## config.mk

```make
export PLATFORM = sky130hd
export DESIGN_NAME = qbio_pin_ctrl
export DESIGN_NICKNAME = d
export VERILOG_FILES = /design/src/rtl/qbio_pkg.sv /design/src/rtl/qbio_glitch_filter.sv /design/src/rtl/qbio_boost_fsm.sv /design/src/rtl/qbio_drive_decode.sv /design/src/rtl/qbio_pin_ctrl.sv
export SDC_FILE = /design/constraint.sdc
export NUM_CORES = 1
export LEC_CHECK = 0
export BUFFER_PORTS_ARGS = -buffer_cell sky130_fd_sc_hd__buf_4
export CAP_MARGIN = 40
export CORE_AREA = 2 2 39 41
export CTS_BUF_LIST = sky130_fd_sc_hd__clkbuf_8 sky130_fd_sc_hd__clkbuf_16
export DETAILED_ROUTE_END_ITERATION = 10
export DIE_AREA = 0 0 41 43
export GPL_TIMING_DRIVEN = 0
export SYNTH_ARGS = -nofsm -noshare
export SYNTH_HDL_FRONTEND = slang
export SYNTH_HIERARCHICAL = 1
export SYNTH_SLANG_ARGS = --single-unit
```

## constraint.sdc

```tcl
create_clock -name clk -period 1.7 [get_ports clk]
set_clock_uncertainty 0.1 [all_clocks]
set_input_delay 0.17 -clock clk [delete_from_list [all_inputs] [get_ports clk]]
set_output_delay 0.17 -clock clk [all_outputs]
set_load 0.05 [all_outputs]
```

## src/rtl/qbio_pkg.sv

```systemverilog
package qbio_pkg;

    typedef enum logic [1:0] {
        PM_QUASI = 2'b00,
        PM_PUSH  = 2'b01,
        PM_HIZ   = 2'b10,
        PM_OPEN  = 2'b11
    } pin_mode_e;

    typedef enum logic {
        BST_IDLE  = 1'b0,
        BST_PULSE = 1'b1
    } boost_state_e;

    typedef struct packed {
        logic pull_dn;
        logic pu_strong;
        logic pu_weak;
        logic pu_vweak;
    } drive_t;

endpackage

```

## src/rtl/qbio_glitch_filter.sv

```systemverilog
module qbio_glitch_filter #(
    parameter int   STABLE_SAMPLES = 3,
    parameter logic RESET_LEVEL    = 1'b1
) (
    input  logic clk,
    input  logic rst_n,
    input  logic raw,
    output logic level
);
    localparam int CW = (STABLE_SAMPLES > 1) ? $clog2(STABLE_SAMPLES) : 1;
    localparam logic [CW-1:0] LAST = CW'(STABLE_SAMPLES - 1);

    logic          level_q;
    logic [CW-1:0] run_q;

    always_ff @(posedge clk or negedge rst_n) begin
        if (!rst_n) begin
            level_q <= RESET_LEVEL;
            run_q   <= '0;
        end else if (raw == level_q) begin
            run_q <= '0;
        end else if (run_q == LAST) begin
            level_q <= raw;
            run_q   <= '0;
        end else begin
            run_q <= run_q + 1'b1;
        end
    end

    assign level = level_q;

endmodule

```

## src/rtl/qbio_boost_fsm.sv

```systemverilog
module qbio_boost_fsm
    import qbio_pkg::*;
#(
    parameter int BOOST_TICKS = 2
) (
    input  logic clk,
    input  logic rst_n,
    input  logic start,
    input  logic cancel,
    input  logic tick,
    output logic active
);
    localparam int CW = (BOOST_TICKS > 1) ? $clog2(BOOST_TICKS) : 1;
    localparam logic [CW-1:0] LAST = CW'(BOOST_TICKS - 1);

    boost_state_e  state_q, state_d;
    logic [CW-1:0] cnt_q, cnt_d;

    always_comb begin
        state_d = state_q;
        cnt_d   = cnt_q;
        unique case (state_q)
            BST_IDLE: begin
                if (start) begin
                    state_d = BST_PULSE;
                    cnt_d   = '0;
                end
            end
            BST_PULSE: begin
                if (cancel) begin
                    state_d = BST_IDLE;
                end else if (tick) begin
                    if (cnt_q == LAST) begin
                        state_d = BST_IDLE;
                    end else begin
                        cnt_d = cnt_q + 1'b1;
                    end
                end
            end
            default: state_d = BST_IDLE;
        endcase
    end

    always_ff @(posedge clk or negedge rst_n) begin
        if (!rst_n) begin
            state_q <= BST_IDLE;
            cnt_q   <= '0;
        end else begin
            state_q <= state_d;
            cnt_q   <= cnt_d;
        end
    end

    always_comb begin
        unique case (state_q)
            BST_PULSE: active = 1'b1;
            default:   active = 1'b0;
        endcase
    end

endmodule

```

## src/rtl/qbio_drive_decode.sv

```systemverilog
module qbio_drive_decode
    import qbio_pkg::*;
(
    input  pin_mode_e mode,
    input  logic      latch,
    input  logic      sensed,
    input  logic      boost,
    output drive_t    drv
);
    always_comb begin
        drv = '0;
        unique case (mode)
            PM_QUASI: begin
                drv.pull_dn   = !latch;
                drv.pu_strong = latch && boost;
                drv.pu_weak   = latch && sensed;
                drv.pu_vweak  = latch;
            end
            PM_PUSH: begin
                drv.pull_dn   = !latch;
                drv.pu_strong = latch;
            end
            PM_OPEN: begin
                drv.pull_dn   = !latch;
            end
            PM_HIZ: begin
                drv = '0;
            end
            default: drv = '0;
        endcase
    end

endmodule

```

## src/rtl/qbio_pin_ctrl.sv

```systemverilog
module qbio_pin_ctrl
    import qbio_pkg::*;
#(
    parameter int BOOST_TICKS    = 2,
    parameter int STABLE_SAMPLES = 3
) (
    input  logic       clk,
    input  logic       rst_n,
    input  logic [1:0] mode_sel,
    input  logic       out_latch,
    input  logic       pin_sync,
    input  logic       mc_tick,
    output logic       pull_dn_en,
    output logic       pu_strong_en,
    output logic       pu_weak_en,
    output logic       pu_vweak_en,
    output logic       in_value
);
    pin_mode_e mode_req;
    pin_mode_e mode_q;
    logic      latch_q;
    logic      filt_level;
    logic      boost_on;
    logic      boost_start;
    logic      boost_cancel;
    drive_t    drv;

    assign mode_req = pin_mode_e'(mode_sel);

    always_ff @(posedge clk or negedge rst_n) begin
        if (!rst_n) begin
            mode_q  <= PM_QUASI;
            latch_q <= 1'b1;
        end else begin
            mode_q  <= mode_req;
            latch_q <= out_latch;
        end
    end

    assign boost_start  = (mode_q == PM_QUASI) && (mode_req == mode_q) &&
                          out_latch && !latch_q;
    assign boost_cancel = (mode_req != mode_q) || !out_latch;

    qbio_glitch_filter #(
        .STABLE_SAMPLES (STABLE_SAMPLES),
        .RESET_LEVEL    (1'b1)
    ) filt_i (
        .clk   (clk),
        .rst_n (rst_n),
        .raw   (pin_sync),
        .level (filt_level)
    );

    qbio_boost_fsm #(
        .BOOST_TICKS (BOOST_TICKS)
    ) boost_i (
        .clk    (clk),
        .rst_n  (rst_n),
        .start  (boost_start),
        .cancel (boost_cancel),
        .tick   (mc_tick),
        .active (boost_on)
    );

    qbio_drive_decode dec_i (
        .mode   (mode_q),
        .latch  (out_latch),
        .sensed (filt_level),
        .boost  (boost_on),
        .drv    (drv)
    );

    assign pull_dn_en   = drv.pull_dn;
    assign pu_strong_en = drv.pu_strong;
    assign pu_weak_en   = drv.pu_weak;
    assign pu_vweak_en  = drv.pu_vweak;
    assign in_value     = (mode_q == PM_HIZ) ? pin_sync : filt_level;

endmodule

```

After elaboration in Yosys (flattened, before gate mapping)
Index checks and enable logic that the tools add are counted.
W data, S select, Z words.

operators by class
  $add $sub $neg = 2
  equality and inequality tests = 10
  muxes and demuxes = 17
  bitwise gates (word level) = 2
  reductions and logical operators = 12

operators by type and width
  operator               count
  $mux W1                10
  $pmux W1 S2            4
  $eq A2 B2 Y1 const B   3
  $mux W2                3
  $logic_and A1 B1 Y1    5
  $ne A2 B2 Y1 const B   2
  $reduce_and A3 Y1      1
  $reduce_or A3 Y1       1
  $add A2 B1 Y2 const B  1
  $eq A2 B1 Y1 const B   1
  $eq A2 B2 Y1           1
  $logic_not A1 Y1       2
  $logic_not A2 Y1       1
  $ne A2 B1 Y1 const B   1
  $ne A2 B2 Y1           1
  $not A1 Y1             2
  $reduce_and A2 Y1      1
  $add A1 B1 Y1 const B  1
  $eq A1 B1 Y1           1
  $logic_or A1 B1 Y1     1

word-level totals
  bits in registers = 8
  input port bits = 7
  output and inout port bits = 5

Logic depth before layout (Yosys ltp)
Gate-level depths: netlist of run 1.

  word-level depth = 6
  mapped depth = 4
  gate-level depth less buffers = 4

By module
The synthesis of run 1 kept the hierarchy.

modules (own cells, without submodules)
  module              instances  cells each  area each (µm²)  seq. area each (µm²)
  qbio_pin_ctrl       1          10          136.4            76.3
  qbio_glitch_filter  1          8           126.4            76.3
  qbio_boost_fsm      1          9           88.8             50.0
  qbio_drive_decode   1          7           46.3             0.0

Least setup slack after synthesis of run 1
No wires, ideal clock.

  path type = register to output
  start = register mode_q[0]
  end = output pull_dn_en
  data arrival time = 1,247 ps
  data required time = 1,430 ps
  path slack = 183 ps
  cell stages (with the launch flop) = 3
  path through = dfrtp_1 -> inv_1 -> a21oi_1

on the way
  word-level cells in the longest chain between the ends = 3
  elaborated cells on any way between the ends = 6
  those cells by class = 3 x eq/ne; 1 x mux; 2 x reduce/logical

ends and longest elaborated chain
  what                                  line                     RTL
  from (decl)                           qbio_pin_ctrl.sv:20      pin_mode_e mode_q;
  from (signal assigned)                qbio_pin_ctrl.sv:35      mode_q <= mode_req;
  $eq A2 B1 Y1 (tied with other cells)  qbio_drive_decode.sv:12  unique case (mode)
  $reduce_or A3 Y1 (no source line)     -
  $pmux W1 S2 (*)                       qbio_drive_decode.sv:12
  to (decl)                             qbio_pin_ctrl.sv:13      output logic pull_dn_en,

Mark *: on every way between the ends. The rest lies on a longest branch, timed or not.

Worst setup path in the final report of run 1
  start = register mode_q[0]
  end = output in_value

on the way
  word-level cells in the longest chain between the ends = 2

ends and longest elaborated chain
  what          line                 RTL
  $eq A2 B2 Y1  qbio_pin_ctrl.sv:77  assign in_value = (mode_q == PM_HIZ) ? pin_sync : filt_level;
  $mux W1       qbio_pin_ctrl.sv:77
  to (decl)     qbio_pin_ctrl.sv:17  output logic in_value

Every way passes these cells.

==> flow_summary.yaml, run 1 <==
run_status:
  run_status: "completed"
clock_network:
  clk_root_buffer_cell: "sky130_fd_sc_hd__clkbuf_8"
  h_tree_level_count: 1
  tritoncts: "done"
  clock_sinks: 8
  numCtsBuffers: 3
  cts.clk_slew.worst_paths_ns: 0.04
  clock_tree.buffer_depth: 2
  insertion_delay_ns: 0.23
  cts-resized-gates: 0
critical_path:
  critPathRequiredTime_ns: 1.43
  cp_num_buf_inv: 1
  path_delay_family: "flip-flops"
  crit_path_cell_trace: "nor2b_1, mux2_1, buf_4"
  crit_path_max_fanout: 7
  critical_path_class: "reg2out"
  largest_stage_delay_worst_path_ns: 0.45
  critPathArrivalTime_ns: 1.37
  crit_slowest_cell: "sky130_fd_sc_hd__dfrtp_1"
  critical_path.endpoint_type: "output pin"
  startpoint_type: "flip-flop"
die:
  start_util_pct: 28.8
  coreArea_sq_mm: 0.00138
  num_io_pins: 12
  number_of_placement_rows: 14
  chipWidth_microns: 41
  die-height_microns: 43
  die_area_sq_mm: 0.00176
timing:
  final_period_minus_worst_setup_slack_ns: 1.64
  timing.max_slew.rel_slack_pct: 84.0
  finalCritPeriodShare_pct: 96.4
  setup_ws_ns: 0.0619
  grt_setup_unrepaired: "false"
  count_of_final_max_slew_check_failures: 0
  hold_viol: 0
  holdWs_ns: 0.103
  max_freq_mhz: 610
  worst-slew-pin-transition_ns: 0.241
  timing.setup.tns_ns: 0
  finalSetupViolations: 0
min_path:
  hold_path_class: "in2reg"
yosys:
  netlist_instances: 34
  synth_area_sq_um: 398
  warnings_from_yosys: 6
  number_of_storage_elements_in_the_synthesis_netlist: 8
  net_count_synth: 41
  synth_area_per_cell_sq_um: 11.7
  netlist-cell-type-count: 20
  ys_seq_area_share_pct: 50.9
finish:
  ff_latch_area_sq_um: 203
  fillCellCount: 135
  postLayoutCoreUtil_pct: 42.3
  layout.cells.most_common_list: "sky130_fd_sc_hd__buf_4, sky130_fd_sc_hd__dfrtp_1, sky130_fd_sc_hd__inv_1, sky130_fd_sc_hd__dlygate4sd3_1"
  layout.cells.non_filler: 69
  drive_above_1_share_pct: 39.6
  areaGrowthSynthToFinish_pct: 47.2
  multiInputGateArea_sq_um: 184
  design.final.nets: 61
  most_common_library_cell_in_the_layout_ignoring_fill_and_taps: "sky130_fd_sc_hd__buf_4"
  finalInstanceArea_sq_um: 586
  antenna-diode-count: 0
route:
  drt-initial-drc-count: 6
  route.detailed.vias_per_inst: 4.43
  totalWireLength_microns: 737
  postRouteAntennaNets: 0
  routed_wire_length_per_instance_microns: 10.7
  first_pass_iters: 3
  number_of_remaining_drc_errors: 0
  via_count: 306
power_and_ir_drop:
  power.share.clock_pct: 32.0
  power.density_mw_per_mm2: 1250
  switching_power_share_of_the_total_pct: 30.3
  power.share.sequential_pct: 38.4
  power.share.combinational_pct: 29.6
  design_power_total_mw: 0.729
  power.static_leakage_nw: 0.274
  power.net_switching_mw: 0.221
  ir_worst_vdd_mv: 0.597
  cellInternalPower_mw: 0.508
global_routing:
  global_route_wire_length_before_repair_microns: 1100
  grt_max_degree: 9
  global_route.overflow_total: 0
  antenna_violations_before_repair: 0
  vias_in_the_first_global_route: 267
  track_usage_pct: 9.83
place:
  io_buffer_count: 11
  post-place-cells: 61
  preCtsSetupSlack_ns: 0.128
  place.detailed.hpwl_microns: 551
  dpl-instance-area_sq_um: 500
  final_weighted_congestion_in_routability_driven_placement: 0.643
run:
  cap_violations: 0
## worst reg2reg max path, cell delays in order (launching register included)
cell and delay [ns]:
sky130_fd_sc_hd__dfrtp_1 0.45, sky130_fd_sc_hd__or4b_1 0.55, sky130_fd_sc_hd__nor3_2 0.11, sky130_fd_sc_hd__nor2b_1 0.18, sky130_fd_sc_hd__a31o_1 0.12
## Yosys cell counts
cell | n | area, sq um
sky130_fd_sc_hd__dfrtp_1 | 6 | 150
sky130_fd_sc_hd__inv_1 | 3 | 11.3
sky130_fd_sc_hd__nor2_1 | 3 | 11.3
sky130_fd_sc_hd__xnor2_1 | 3 | 26.3
sky130_fd_sc_hd__a21oi_1 | 2 | 10.0
sky130_fd_sc_hd__dfstp_2 | 2 | 52.6
sky130_fd_sc_hd__nor2b_1 | 2 | 12.5
sky130_fd_sc_hd__a31o_1 | 1 | 8.76
sky130_fd_sc_hd__mux2_1 | 1 | 11.3
sky130_fd_sc_hd__mux2_4 | 1 | 15.0
sky130_fd_sc_hd__nand2_1 | 1 | 3.75
sky130_fd_sc_hd__nand2b_4 | 1 | 13.8
sky130_fd_sc_hd__nand3_1 | 1 | 5.00
sky130_fd_sc_hd__nand3b_1 | 1 | 7.51
sky130_fd_sc_hd__nor2b_4 | 1 | 13.8
sky130_fd_sc_hd__nor3_1 | 1 | 5.00
sky130_fd_sc_hd__nor3_2 | 1 | 10.0
sky130_fd_sc_hd__nor3b_1 | 1 | 7.51
sky130_fd_sc_hd__nor3b_2 | 1 | 12.5
sky130_fd_sc_hd__or4b_1 | 1 | 10.0
## kinds of logic after synthesis
logic type / after synthesis / synth area share, %
flops: 8 / 50.9
mux: 2 / 6.60
simple gates: 15 / 28.3
compound gates: 3 / 4.72
buf+inv: 3 / 2.83
xor+xnor: 3 / 6.60
## cell type report
type                       instances  share of cell area (%)
sequential                         8                    34.6
tap                               16                    3.42
timing repair buffer              15                    20.9
inverter                           3                    1.92
clock inverter                     1                   0.641
clock buffer                       3                    7.05
multi-input combinational         23                    31.4
## final timing paths
check / from / end / slack, ns / cells past startpoint
max reg2reg: mode_q[0]$_DFF_PN0_ / boost_i/state_q$_DFF_PN0_ / 0.13 / 4
min reg2reg: filt_i/run_q[1]$_DFF_PN0_ / filt_i/run_q[1]$_DFF_PN0_ / 0.36 / 1
max: mode_q[0]$_DFF_PN0_ / in_value / 0.06 / 3
min: pin_sync / filt_i/level$_DFFE_PN1P_ / 0.10 / 2
min in group asynchronous: rst_n / filt_i/run_q[0]$_DFF_PN0_ / 0.20 / 2
max in group asynchronous: rst_n / latch_q$_DFF_PN1_ / 1.09 / 2
## power by group through the flow
stage | sequential [mW] | clock (mW) | combinational [mW]
floorplan | 0.277 | 0 | 0.156
global placement | 0.281 | 0 | 0.209
detailed placement | 0.284 | 0 | 0.212
CTS | 0.281 | 0.243 | 0.220
global route | 0.286 | 0.255 | 0.230
finish | 0.280 | 0.233 | 0.216
## state kept, by name, indices dropped and copies added (netlist names)
name,cells
boost_i/cnt_q,1
filt_i/run_q,2
latch_q,1
boost_i/state_q,1
mode_q,2
filt_i/level,1
## layer usage
metal | track usage, % | up-vias | share of wire [%]
met5 | 0 | - | 0
met4 | 8.00 | 0 | 2.8
met3 | 3.14 | 2 | 8.1
met2 | 12.2 | 12 | 45
met1 | 13.2 | 141 | 44
li1 | - | 151 | -
## repair_timing
item | in CTS | in global routing
buffers inserted | 0 | 0
hold endpoints to repair | 11 | 0
hold buffers | 4 | 0
(Power assumes the default switching activity.)
==> inputs of run 2 (changes only) <==
Settings changed: GPL_TIMING_DRIVEN 0 to not set, SKIP_CTS_REPAIR_TIMING set to 1.
==> run 2 against run 1 <==
  * Final cell count did not move
  * Clock-buffer cell count unchanged
  * Routed wire length increased by 2.4%
  * Highest routed layer unchanged
==> flow_summary.yaml, run 2 (synthesis gave the netlist of run 1 again) <==
run_status:
  run_status: "completed"
power_and_ir_drop:
  power.static_leakage_nw: 0.274
  power.density_mw_per_mm2: 1250
  design_power_total_mw: 0.732
  ir_worst_vdd_mv: 0.566
timing:
  worst-slew-pin-transition_ns: 0.234
  finalSetupViolations: 0
  setup_ws_ns: 0.0632
  hold_viol: 0
  finalCritPeriodShare_pct: 96.3
  max_freq_mhz: 611
  count_of_final_max_slew_check_failures: 0
  final_period_minus_worst_setup_slack_ns: 1.64
  timing.setup.tns_ns: 0
  holdWs_ns: 0.0997
  timing.max_slew.rel_slack_pct: 84.4
  grt_setup_unrepaired: "false"
clock_network:
  insertion_delay_ns: 0.23
  cts.clk_slew.worst_paths_ns: 0.04
  clock_tree.buffer_depth: 2
  h_tree_level_count: 1
  numCtsBuffers: 3
  clk_root_buffer_cell: "sky130_fd_sc_hd__clkbuf_8"
  tritoncts: "done"
  clock_sinks: 8
global_routing:
  most_used_layer_global_route: "met2"
  global_route.overflow_total: 0
  global_route_wire_length_before_repair_microns: 1170
  groute.layer.met2.usage_pct: 13.4
  track_usage_pct: 10.8
  use_met3_pct: 4.71
  grt_max_degree: 9
  grt_use_met1_pct: 12.0
  vias_in_the_first_global_route: 276
  antenna_violations_before_repair: 0
die:
  chipWidth_microns: 41
  coreArea_sq_mm: 0.00138
  die-height_microns: 43
  start_util_pct: 28.8
  die_area_sq_mm: 0.00176
  num_io_pins: 12
  number_of_placement_rows: 14
route:
  first_pass_iters: 1
  routed_wire_length_per_instance_microns: 10.9
  drt-initial-drc-count: 0
  number_of_remaining_drc_errors: 0
  totalWireLength_microns: 755
  postRouteAntennaNets: 0
  via_count: 315
  route.detailed.vias_per_inst: 4.57
min_path:
  holdPathStages: 2
  holdCritStartpoint: "pin_sync"
  hold_path_class: "in2reg"
finish:
  postLayoutCoreUtil_pct: 42.3
  drive_above_1_share_pct: 39.6
  fillCellCount: 135
  ff_latch_area_sq_um: 203
  finalInstanceArea_sq_um: 586
  areaGrowthSynthToFinish_pct: 47.2
  most_common_library_cell_in_the_layout_ignoring_fill_and_taps: "sky130_fd_sc_hd__buf_4"
  antenna-diode-count: 0
  design.final.nets: 61
  top_regs: "filt_i/run_q: 2 flops, mode_q: 2 flops"
  layout.cells.non_filler: 69
  multiInputGateArea_sq_um: 184
  layout.cells.most_common_list: "sky130_fd_sc_hd__buf_4, sky130_fd_sc_hd__dfrtp_1, sky130_fd_sc_hd__inv_1, sky130_fd_sc_hd__dlygate4sd3_1"
critical_path:
  cp-startpoint: "mode_q[0]$_DFF_PN0_"
  critPathRequiredTime_ns: 1.43
  crit_path_max_fanout: 7
  worstReg2RegStart: "mode_q[0]$_DFF_PN0_"
  critical_path_class: "reg2out"
  r2r_cells: 4
  critical_path.endpoint_type: "output pin"
  critPathArrivalTime_ns: 1.37
  startpoint_type: "flip-flop"
place:
  post-place-cells: 61
  io_buffer_count: 11
  preCtsSetupSlack_ns: 0.149
  dpl-instance-area_sq_um: 500
  place.detailed.hpwl_microns: 548
  final_weighted_congestion_in_routability_driven_placement: 0.659
run:
  cap_violations: 0
run 2: layer usage:
metal  wire length (microns)  part of all wire [%]
met1                     318                    42
met2                     357                    47
met3                      47                   6.2
met4                      32                   4.2
met5                       0                     0
run 2: where the power goes:
group | internal [mW] | switching, mW
combinational | 0.108 | 0.108
sequential | 0.243 | 0.0380
clock | 0.157 | 0.0779
run 2: worst max-delay path, cell delays in order, from the launching register on:
cell and delay [ns]:
sky130_fd_sc_hd__dfrtp_1 0.45, sky130_fd_sc_hd__nor2b_1 0.16, sky130_fd_sc_hd__mux2_1 0.34, sky130_fd_sc_hd__buf_4 0.19
run 2: final timing paths:
check                      slack [ns]                        end
max reg2reg                      0.14  boost_i/cnt_q$_DFFE_PN0P_
min in group asynchronous        0.20  boost_i/cnt_q$_DFFE_PN0P_
max                              0.06                   in_value
max in group asynchronous        1.09          latch_q$_DFF_PN1_
min                               0.1   filt_i/level$_DFFE_PN1P_
min reg2reg                      0.36  filt_i/run_q[1]$_DFF_PN0_
run 2: layout make-up:
class                           count  area share, %
Tap cell                           16           3.42
Sequential cell                     8           34.6
Clock buffer                        3           7.05
Multi-Input combinational cell     23           31.4
Inverter                            3           1.92
Timing Repair Buffer               15           20.9
Clock inverter                      1          0.641
==> inputs of run 3 (changes only) <==
Settings changed: CORE_AREA 2 2 39 41 to 4 4 41 43, DIE_AREA 0 0 41 43 to 0 0 45 47, REMOVE_ABC_BUFFERS set to 1.
==> run 3 against run 2 <==
  * Register-to-register slack better by 0.04 ns
  * Core utilization rose by 3.4 points
  * Maximum frequency up 0.31%
  * Via count decreased by 1.9%
  * Worst setup slack improved by 0.0051 ns
  * Routed wire length shrank 1.5%
  * First-iteration DRC count rose by 5
  * Sequential cell count did not move
==> flow_summary.yaml, run 3 (synthesis gave the netlist of run 1 again) <==
timing:
  finalSetupViolations: 0
  finalCritPeriodShare_pct: 96.0
  worst-slew-pin-transition_ns: 0.186
  holdWs_ns: 0.107
  max_freq_mhz: 613
  hold_viol: 0
  count_of_final_max_slew_check_failures: 0
  final_period_minus_worst_setup_slack_ns: 1.63
  timing.setup.tns_ns: 0
  grt_setup_unrepaired: "false"
  timing.max_slew.rel_slack_pct: 87.5
clock_network:
  numCtsBuffers: 3
  tritoncts: "done"
  clock_sinks: 8
  insertion_delay_ns: 0.22
  clock_tree.buffer_depth: 2
  h_tree_level_count: 1
  cts.clk_slew.worst_paths_ns: 0.04
  clk_root_buffer_cell: "sky130_fd_sc_hd__clkbuf_8"
power_and_ir_drop:
  ir_worst_vdd_mv: 0.573
  power.static_leakage_nw: 0.276
  power.density_mw_per_mm2: 1230
global_routing:
  grt_max_degree: 9
  global_route.overflow_total: 0
  global_route_wire_length_before_repair_microns: 1120
  vias_in_the_first_global_route: 275
  antenna_violations_before_repair: 0
  track_usage_pct: 8.07
critical_path:
  startpoint_type: "flip-flop"
  crit_path_max_fanout: 6
  critical_path_class: "reg2out"
  critical_path.endpoint_type: "output pin"
  critPathRequiredTime_ns: 1.43
  reg2reg_to: "boost_i/cnt_q$_DFFE_PN0P_"
  largest_stage_delay_worst_path_ns: 0.37
  crit_slowest_cell: "sky130_fd_sc_hd__dfrtp_1"
  crit_path_cell_trace: "buf_4, nor2b_2, mux2_1, buf_6"
  critPathArrivalTime_ns: 1.36
  r2r_cells: 4
  path_delay_family: "flip-flops"
  worst-r2r-setup-slack_ns: 0.18
  cp_num_buf_inv: 2
  worstReg2RegStart: "mode_q[1]$_DFF_PN0_"
route:
  number_of_remaining_drc_errors: 0
  via_count: 309
  totalWireLength_microns: 744
  first_pass_iters: 4
  routed_wire_length_per_instance_microns: 10.9
  drt-initial-drc-count: 5
  postRouteAntennaNets: 0
  route.detailed.vias_per_inst: 4.54
min_path:
  holdCritStartpoint: "pin_sync"
  min_delay_worst_endpoint: "filt_i/level$_DFFE_PN1P_"
  holdPathStages: 2
  hold_path_class: "in2reg"
finish:
  layout.cells.most_common_list: "sky130_fd_sc_hd__buf_4, sky130_fd_sc_hd__dfrtp_1, sky130_fd_sc_hd__dlygate4sd3_1"
  drive_above_1_share_pct: 43.4
  design.final.nets: 62
  most_common_library_cell_in_the_layout_ignoring_fill_and_taps: "sky130_fd_sc_hd__buf_4"
  fillCellCount: 132
  areaGrowthSynthToFinish_pct: 49.4
  antenna-diode-count: 0
  top_regs: "filt_i/run_q: 2 flops, mode_q: 2 flops"
die:
  die_area_sq_mm: 0.00212
  start_util_pct: 30.6
  die-height_microns: 47
  number_of_placement_rows: 13
  chipWidth_microns: 45
  coreArea_sq_mm: 0.00130
  num_io_pins: 12
place:
  final_weighted_congestion_in_routability_driven_placement: 0.743
  io_buffer_count: 11
  place.detailed.hpwl_microns: 557
run:
  cap_violations: 0
run_status:
  run_status: "completed"
==> run 3: changes by cell type in the layout (fill, tap and decap cells not counted) <==
cell,change
sky130_fd_sc_hd__buf_6,+1
sky130_fd_sc_hd__inv_1,-1
sky130_fd_sc_hd__nor2b_1,-1
sky130_fd_sc_hd__nor2b_2,+1
==> run 3: worst reg2reg max path, cell delays in order, from the launching register on <==
cell and delay [ns]:
sky130_fd_sc_hd__dfrtp_1 0.41, sky130_fd_sc_hd__or4b_1 0.54, sky130_fd_sc_hd__nor3_2 0.11, sky130_fd_sc_hd__nor2b_1 0.18, sky130_fd_sc_hd__a21oi_1 0.06
==> run 3: worst max-delay path by stage <==
stage	from	to	slack, ns	cells past startpoint
6_report	mode_q[0]$_DFF_PN0_	in_value	0.07	4
5_1_grt	mode_q[0]$_DFF_PN0_	in_value	0.004	4
4_1_cts	mode_q[0]$_DFF_PN0_	in_value	0.01	4
3_5_place_dp	mode_q[1]$_DFF_PN0_	boost_i/cnt_q$_DFFE_PN0P_	0.18	4
3_3_place_gp	mode_q[1]$_DFF_PN0_	boost_i/cnt_q$_DFFE_PN0P_	0.21	4
2_1_floorplan	mode_q[0]$_DFF_PN0_	pull_dn_en	0.18	2
==> run 3: area by class of cell <==
| cell class | count | area, sq um | share of cell area, % |
|---|---|---|---|
| repair buffers | 16 | 134 | 22.5 |
| flip-flops and latches | 8 | 203 | 34.1 |
| well taps | 15 | 18.8 | 3.16 |
| inverters | 3 | 11.3 | 1.89 |
| multi-input cells | 23 | 186 | 31.4 |
| clock buffers | 3 | 41.3 | 6.95 |
==> run 3: metrics by stage <==
| stage | setup WS, ns | util, % | power [mW] | std cells | instance area, sq um |
|---|---|---|---|---|---|
| finish | 0.0682 | 45.7 | 0.730 | 68 | 594 |
| global placement | 0.205 | 38.9 | 0.495 | 61 | 507 |
| detailed placement | 0.178 | 38.9 | 0.499 | 61 | 507 |
| global route | 0.00363 | 45.7 | 0.773 | 68 | 594 |
| floorplan | 0.183 | - | 0.433 | 34 | 398 |
| CTS | 0.0107 | 42.1 | 0.725 | 64 | 548 |
==> run 3: metal layers <==
| layer | wire [microns] | vias to the layer above | GRT usage (%) |
|---|---|---|---|
| met1 | 301 | 147 | 8.22 |
| met3 | 70 | 0 | 6.90 |
| met4 | 0 | 0 | 3.51 |
| met5 | 0 | - | 0 |
| li1 | - | 151 | - |
| met2 | 372 | 11 | 11.9 |
==> run 3: power breakdown <==
part	switching [mW]	total, mW	internal, mW	leakage (nW)
Clock	0.0688	0.222	0.153	0.0216
Sequential	0.0371	0.281	0.243	0.0963
Combinational	0.111	0.227	0.116	0.158
